===== src/rtl/serial_cfg_pkg.sv =====
package serial_cfg_pkg;
  localparam int unsigned FRAME_W = 18;
  localparam int unsigned DATA_W  = FRAME_W - 1;
  localparam int unsigned RDIV_W  = 10;
  localparam int unsigned ACNT_W  = 5;
  localparam int unsigned BCNT_W  = 10;
  localparam int unsigned REF_W   = RDIV_W + 4;

  // field order follows data bit positions, MSB first
  typedef struct packed {
    logic              test_mode;
    logic              rsvd;
    logic              pd_pol;
    logic              cp_tri;
    logic [RDIV_W-1:0] div;
  } ref_cfg_t;

  typedef struct packed {
    logic [BCNT_W-1:0] prog;
    logic [ACNT_W-1:0] swallow;
    logic              cnt_rst;
    logic              pwdn;
  } fb_cfg_t;
endpackage


===== src/rtl/scl_sync.sv =====
module scl_sync #(
  parameter int unsigned WIDTH  = 1,
  parameter int unsigned STAGES = 2
) (
  input  logic             clk_i,
  input  logic             rst_ni,
  input  logic [WIDTH-1:0] d_i,
  output logic [WIDTH-1:0] q_o
);
  if (STAGES == 0) begin : g_bypass
    assign q_o = d_i;
  end else begin : g_chain
    logic [WIDTH-1:0] stg_q [STAGES];
    always_ff @(posedge clk_i or negedge rst_ni) begin
      if (!rst_ni) begin
        for (int i = 0; i < STAGES; i++) stg_q[i] <= '0;
      end else begin
        stg_q[0] <= d_i;
        for (int i = 1; i < STAGES; i++) stg_q[i] <= stg_q[i-1];
      end
    end
    assign q_o = stg_q[STAGES-1];
  end
endmodule


===== src/rtl/scl_rise_det.sv =====
module scl_rise_det #(
  parameter int unsigned WIDTH = 1
) (
  input  logic             clk_i,
  input  logic             rst_ni,
  input  logic [WIDTH-1:0] d_i,
  output logic [WIDTH-1:0] rise_o
);
  logic [WIDTH-1:0] prev_q;
  always_ff @(posedge clk_i or negedge rst_ni) begin
    if (!rst_ni) prev_q <= '0;
    else         prev_q <= d_i;
  end
  assign rise_o = d_i & ~prev_q;
endmodule


===== src/rtl/scl_shifter.sv =====
module scl_shifter
  import serial_cfg_pkg::*;
(
  input  logic               clk_i,
  input  logic               rst_ni,
  input  logic               shift_en_i,
  input  logic               bit_i,
  output logic [FRAME_W-1:0] frame_o
);
  logic [FRAME_W-1:0] frame_q;
  always_ff @(posedge clk_i or negedge rst_ni) begin
    if (!rst_ni)         frame_q <= '0;
    else if (shift_en_i) frame_q <= {frame_q[FRAME_W-2:0], bit_i};
  end
  assign frame_o = frame_q;
endmodule


===== src/rtl/scl_reg_bank.sv =====
module scl_reg_bank
  import serial_cfg_pkg::*;
(
  input  logic               clk_i,
  input  logic               rst_ni,
  input  logic               latch_i,
  input  logic [FRAME_W-1:0] frame_i,
  output ref_cfg_t           ref_o,
  output fb_cfg_t            fb_o
);
  logic     sel_ref;
  ref_cfg_t ref_q;
  fb_cfg_t  fb_q;

  assign sel_ref = frame_i[0];

  always_ff @(posedge clk_i or negedge rst_ni) begin
    if (!rst_ni)                 ref_q <= '0;
    else if (latch_i && sel_ref) ref_q <= ref_cfg_t'(frame_i[REF_W:1]);
  end

  always_ff @(posedge clk_i or negedge rst_ni) begin
    if (!rst_ni)                  fb_q <= '0;
    else if (latch_i && !sel_ref) fb_q <= fb_cfg_t'(frame_i[FRAME_W-1:1]);
  end

  assign ref_o = ref_q;
  assign fb_o  = fb_q;
endmodule


===== src/rtl/serial_cfg_loader.sv =====
module serial_cfg_loader
  import serial_cfg_pkg::*;
#(
  parameter int unsigned SYNC_STAGES = 2
) (
  input  logic              clk_i,
  input  logic              rst_ni,
  input  logic              sclk_i,
  input  logic              sdata_i,
  input  logic              le_i,
  output logic [RDIV_W-1:0] ref_div_o,
  output logic              cp_tri_o,
  output logic              pd_pol_o,
  output logic              ref_rsvd_o,
  output logic              test_mode_o,
  output logic              pwdn_o,
  output logic              cnt_rst_o,
  output logic [ACNT_W-1:0] swallow_o,
  output logic [BCNT_W-1:0] prog_cnt_o
);
  logic [2:0]         pins_s;
  logic               sclk_s, dat_s, le_s;
  logic [1:0]         rise;
  logic               sclk_rise, le_rise;
  logic [FRAME_W-1:0] shift_q;
  ref_cfg_t           ref_cfg;
  fb_cfg_t            fb_cfg;

  // data shares the clock's chain depth so the two stay aligned
  scl_sync #(.WIDTH(3), .STAGES(SYNC_STAGES)) u_sync (
    .clk_i  (clk_i),
    .rst_ni (rst_ni),
    .d_i    ({le_i, sdata_i, sclk_i}),
    .q_o    (pins_s)
  );
  assign {le_s, dat_s, sclk_s} = pins_s;

  scl_rise_det #(.WIDTH(2)) u_rise (
    .clk_i  (clk_i),
    .rst_ni (rst_ni),
    .d_i    ({le_s, sclk_s}),
    .rise_o (rise)
  );
  assign {le_rise, sclk_rise} = rise;

  scl_shifter u_shift (
    .clk_i      (clk_i),
    .rst_ni     (rst_ni),
    .shift_en_i (sclk_rise),
    .bit_i      (dat_s),
    .frame_o    (shift_q)
  );

  scl_reg_bank u_bank (
    .clk_i   (clk_i),
    .rst_ni  (rst_ni),
    .latch_i (le_rise),
    .frame_i (shift_q),
    .ref_o   (ref_cfg),
    .fb_o    (fb_cfg)
  );

  assign ref_div_o   = ref_cfg.div;
  assign cp_tri_o    = ref_cfg.cp_tri;
  assign pd_pol_o    = ref_cfg.pd_pol;
  assign ref_rsvd_o  = ref_cfg.rsvd;
  assign test_mode_o = ref_cfg.test_mode;
  assign pwdn_o      = fb_cfg.pwdn;
  assign cnt_rst_o   = fb_cfg.cnt_rst;
  assign swallow_o   = fb_cfg.swallow;
  assign prog_cnt_o  = fb_cfg.prog;
endmodule


===== config.mk =====
export PLATFORM = sky130hd
export DESIGN_NAME = serial_cfg_loader
export DESIGN_NICKNAME = d
export VERILOG_FILES = /design/src/rtl/serial_cfg_pkg.sv /design/src/rtl/scl_sync.sv /design/src/rtl/scl_rise_det.sv /design/src/rtl/scl_shifter.sv /design/src/rtl/scl_reg_bank.sv /design/src/rtl/serial_cfg_loader.sv
export SDC_FILE = /design/constraint.sdc
export NUM_CORES = 1
export LEC_CHECK = 0
export CAP_MARGIN = 20
export CORE_ASPECT_RATIO = 0.5
export CORE_MARGIN = 10
export CORE_UTILIZATION = 51
export CTS_BUF_LIST = sky130_fd_sc_hd__clkbuf_4 sky130_fd_sc_hd__clkbuf_8 sky130_fd_sc_hd__clkbuf_16
export DETAILED_ROUTE_END_ITERATION = 10
export GPL_TIMING_DRIVEN = 0
export HOLD_SLACK_MARGIN = 0.06
export PLACE_DENSITY = 0.88
export SYNTH_ARGS = -nofsm -noshare
export SYNTH_HDL_FRONTEND = slang
export SYNTH_SLANG_ARGS = --single-unit

===== constraint.sdc =====
create_clock -name clk_i -period 1.8 [get_ports clk_i]
set_input_delay 0.36 -clock clk_i [delete_from_list [all_inputs] [get_ports clk_i]]
set_output_delay 0.36 -clock clk_i [all_outputs]
set_load 0.03 [all_outputs]

# == Word-level counts from Yosys, hierarchy flattened ==
# Cells that the tools add are included.
# classes
reduce_logical,3
bitwise_logic,2
# ops
operator,count
2-bit bitwise AND,1
1-bit logical AND,2
2-bit inverter,1
1-bit logical NOT,1
# word_totals
inputBits,5
output_inout_bits,31
ff_bits,57

# == Depth between registers and ports, before layout ==
# depth
ltp_word,3
mapped_depth,4
ltp_nobuf,2

# == Modules after synthesis ==
# A second synthesis with hierarchy kept.
# hier_totals
cells_unflattened,118
hier_area_um2,2178.3
# modules_own_cells
mod,n_inst,seq_area_each_um2,cells_per_inst,area_per_inst_um2
scl_reg_bank,1,775.7,67,1206.2
scl_shifter,1,450.4,38,721.9
scl_sync,1,150.1,9,172.7
scl_rise_det,1,50.0,4,77.6

# == Worst setup path after synthesis ==
# No wires, ideal clock.
# synth_timing
kind,reg2reg
startpoint,"reg u_shift.frame_q[0], in the netlist u_shift.frame_o[0]"
endpoint,reg u_bank.fb_q (netlist bit u_bank.fb_o[10])
stages_incl_launch_ff,4
n_path_buf,1
period_less_slack_ns,1.400
setup_slack_ns,0.400
arrival_ns,1.276
setup_ns,0.125
cell_sequence,dfrtp_1 nor3b_4 buf_6 mux2_2
# synth_via
elab_chain_len,2
# synth_lines
element,line_no,source
start: declaration,scl_shifter.sv:10,logic [FRAME_W-1:0] frame_q;
start signal: assignment,scl_shifter.sv:13,"else if (shift_en_i) frame_q <= {frame_q[FRAME_W-2:0], bit_i};"
1-bit logical NOT,scl_reg_bank.sv:24,else if (latch_i && !sel_ref) fb_q <= fb_cfg_t'(frame_i[FRAME_W-1:1]);
1-bit logical AND,scl_reg_bank.sv:24,
end signal: assignment,scl_reg_bank.sv:24,
end: declaration,scl_reg_bank.sv:13,fb_cfg_t fb_q;
# No other way between the ends.
# A chain may end at the register's enable or synchronous reset.

# == Worst setup path in the final report ==
# layout_timing
startpoint,reg u_bank.ref_q (netlist bit u_bank.ref_o[11])
endpoint,out pd_pol_o
# layout_rtl
element,line_no,source
start: declaration,scl_reg_bank.sv:12,ref_cfg_t ref_q;
start signal: assignment,scl_reg_bank.sv:19,else if (latch_i && sel_ref) ref_q <= ref_cfg_t'(frame_i[REF_W:1]);
end: declaration,serial_cfg_loader.sv:13,"output logic pd_pol_o,"
# No word-level cell between the ends.

==> results.yml <==
routing:
  dr.first_iter.drc_count: 41
  post_drt_wl_per_cell_um: 16.9
  ant_nets: 0
  totalWireLength_um: 3680
  vias: 1089
  drc: 0
  vias_per_cell: 5.02
  dr.pass1.iters: 2
synth:
  syn_nets: 118
  ys_seq_area_share_pct: 69.9
  synth_top_family_by_area: "multiplexers"
  yosysWarnings: 0
  synthSimpleGateAreaFrac_pct: 1.59
  syn_area_mm2: 0.00204
  synth.distinct_cells: 8
  synth-xor-area-share_pct: 0
  synth-adder-area-share_pct: 0
  synth_area_per_cell_um2: 18.1
  syn-instance-count: 113
  synthMuxAreaShare_pct: 27.0
  ys_ff_latch: 57
  synth_compound_area_share_pct: 0
cts:
  clock_latency_ps: 320
  cts_tree: "yes"
  cts.clk_slew.worst_paths_ps: 60
  cts_setup_buffers: 0
  cts-root-buf: "clkbuf_8"
  cts_buffer_depth: 2
  cts_inserted_buffers: 9
  holdBufCountCts: 1
  cts_resized: 0
  cts.sinks: 57
  cts_max_level: 3
power:
  power.density_mw_per_mm2: 1780
  power.leakage_nw: 1.20
  finalPower_mw: 4.70
  irDropWorstVdd_uv: 721
placement:
  place_ws_ps: 176
  place_congestion: 0.706
  post_dp_cell_area_mm2: 0.00247
  place.port_buffers: 35
setup_path:
  worstPathRequired_ps: 1440
  start_kind: "flop"
  endpoint_kind: "output pin"
  worstPathMaxFanout: 2
  max_stage_delay_ps: 710
  cp_top_family: "buffers and inverters"
  path_cells: "clkdlybuf4s50_1"
  arrival_ps: 1390
  crit_buf_inv: 1
  crit_slowest_cell: "clkdlybuf4s50_1"
  crit_type: "reg2out"
sta:
  fin_crit_ps: 1750
  slew_violations: 0
  timing.slew.headroom_pct: 61.8
  clock.fmax_mhz: 572
  setup_violations: 0
  finalCritPeriodShare_pct: 97.1
  skew_ps: 5.59
  setup_tns_ps: 0
  rsz0062_at_grt: "false"
  tightest_slew_ps: 572
  final_hold_viol_count: 0
  fin_ws_ps: 52.6
global_route:
  overflow: 0
  grt_usage_pct: 11.4
  grt_pass1_vias: 1248
  grt_pass1_wl_um: 6110
  antenna_found_initial: 0
  grt_max_degree: 34
floorplan:
  initial_core_util_pct: 52.6
  die_w_um: 109
  pin_count: 36
  die_h_um: 64.7
  fp.coreArea_mm2: 0.00388
  dieArea_mm2: 0.00709
  num_rows: 16
cells_and_area:
  final_common_cell: "dfrtp_1"
  nNetsFinal: 166
  syn2layout_area_growth_pct: 29.4
  layout-drive-gt1-share_pct: 42.3
  final_area_mm2: 0.00264
  most-common-layout-cells: "57 x dfrtp_1, 49 x mux2_2, 34 x clkdlybuf4s50_1"
  diodes: 0
  post-route-util_pct: 68.0
status:
  outcome: "finished clean"
hold_path:
  hp-class: "reg2reg"
run:
  cap_violations: 0
-- layout make-up --
| type | count | area, µm² |
|---|---|---|
| multi-input cells | 52 | 584 |
| clock inverters | 1 | 5.00 |
| clock buffers | 12 | 153 |
| plain buffers | 4 | 31.3 |
| well taps | 54 | 67.6 |
| flip-flops and latches | 57 | 1430 |
| fillers | 282 | 1240 |
| repair buffers | 37 | 375 |
-- state kept, by name, indices dropped and copies added, names as in the netlist --
register	flops
u_bank.fb_o	17
u_bank.ref_o	14
u_rise.prev_q	2
u_shift.frame_o	18
u_sync.g_chain.stg_q	3
u_sync.q_o	3
-- cell families (layout without fill, tap and decap cells) --
logic type	Yosys count	after routing
buf+inv	4	54
flops	57	57
mux	49	49
simple gates	3	3
-- path summary, 6_finish.rpt --
| check | start | endpoint | slack [ps] | depth (start not counted) |
|---|---|---|---|---|
| min in group asynchronous | rst_ni | u_bank.fb_o[5] | 570 | 2 |
| worst min register to register | u_sync.g_chain.stg_q[5] | u_sync.q_o[2] | 350 | 0 |
| worst min-delay path | u_sync.g_chain.stg_q[5] | u_sync.q_o[2] | 350 | 0 |
| max in group asynchronous | rst_ni | u_shift.frame_o[16] | 670 | 3 |
| worst max register to register | u_shift.frame_o[0] | u_bank.fb_o[11] | 190 | 3 |
| worst max-delay path | u_bank.ref_o[11] | pd_pol_o | 50 | 1 |
-- synthesized netlist by cell type --
cell | instances | share of area [%]
nor2b_1 | 1 | 0.31
mux2_2 | 49 | 27
buf_6 | 1 | 0.55
buf_2 | 1 | 0.24
nor3b_4 | 1 | 0.92
dfrtp_1 | 57 | 70
buf_4 | 2 | 0.74
nand3b_1 | 1 | 0.37
-- through the flow --
step / instances / hold WS [ps]
after floorplan: 113 / 64.4
after global placement: 202 / 332
after detailed placement: 203 / 339
after CTS: 217 / 352
after global routing: 217 / 357
final: 217 / 348
-- metal layers --
metal  part of all wire (%)  global-route usage (%)  routed length (µm)  vias up
met5                      0                       0                   0        -
met3                    6.1                    5.03                 225        7
li1                       -                       -                   -      500
met2                     51                    19.1                1890       23
met4                    2.0                    6.77                  72        0
met1                     40                    11.7                1490      559
-- power breakdown --
group	internal [mW]	switching, mW
Sequential	1.73	0.307
Clock	0.541	0.418
Combinational	0.830	0.874
Note: power is estimated with default switching activity, not from simulation.
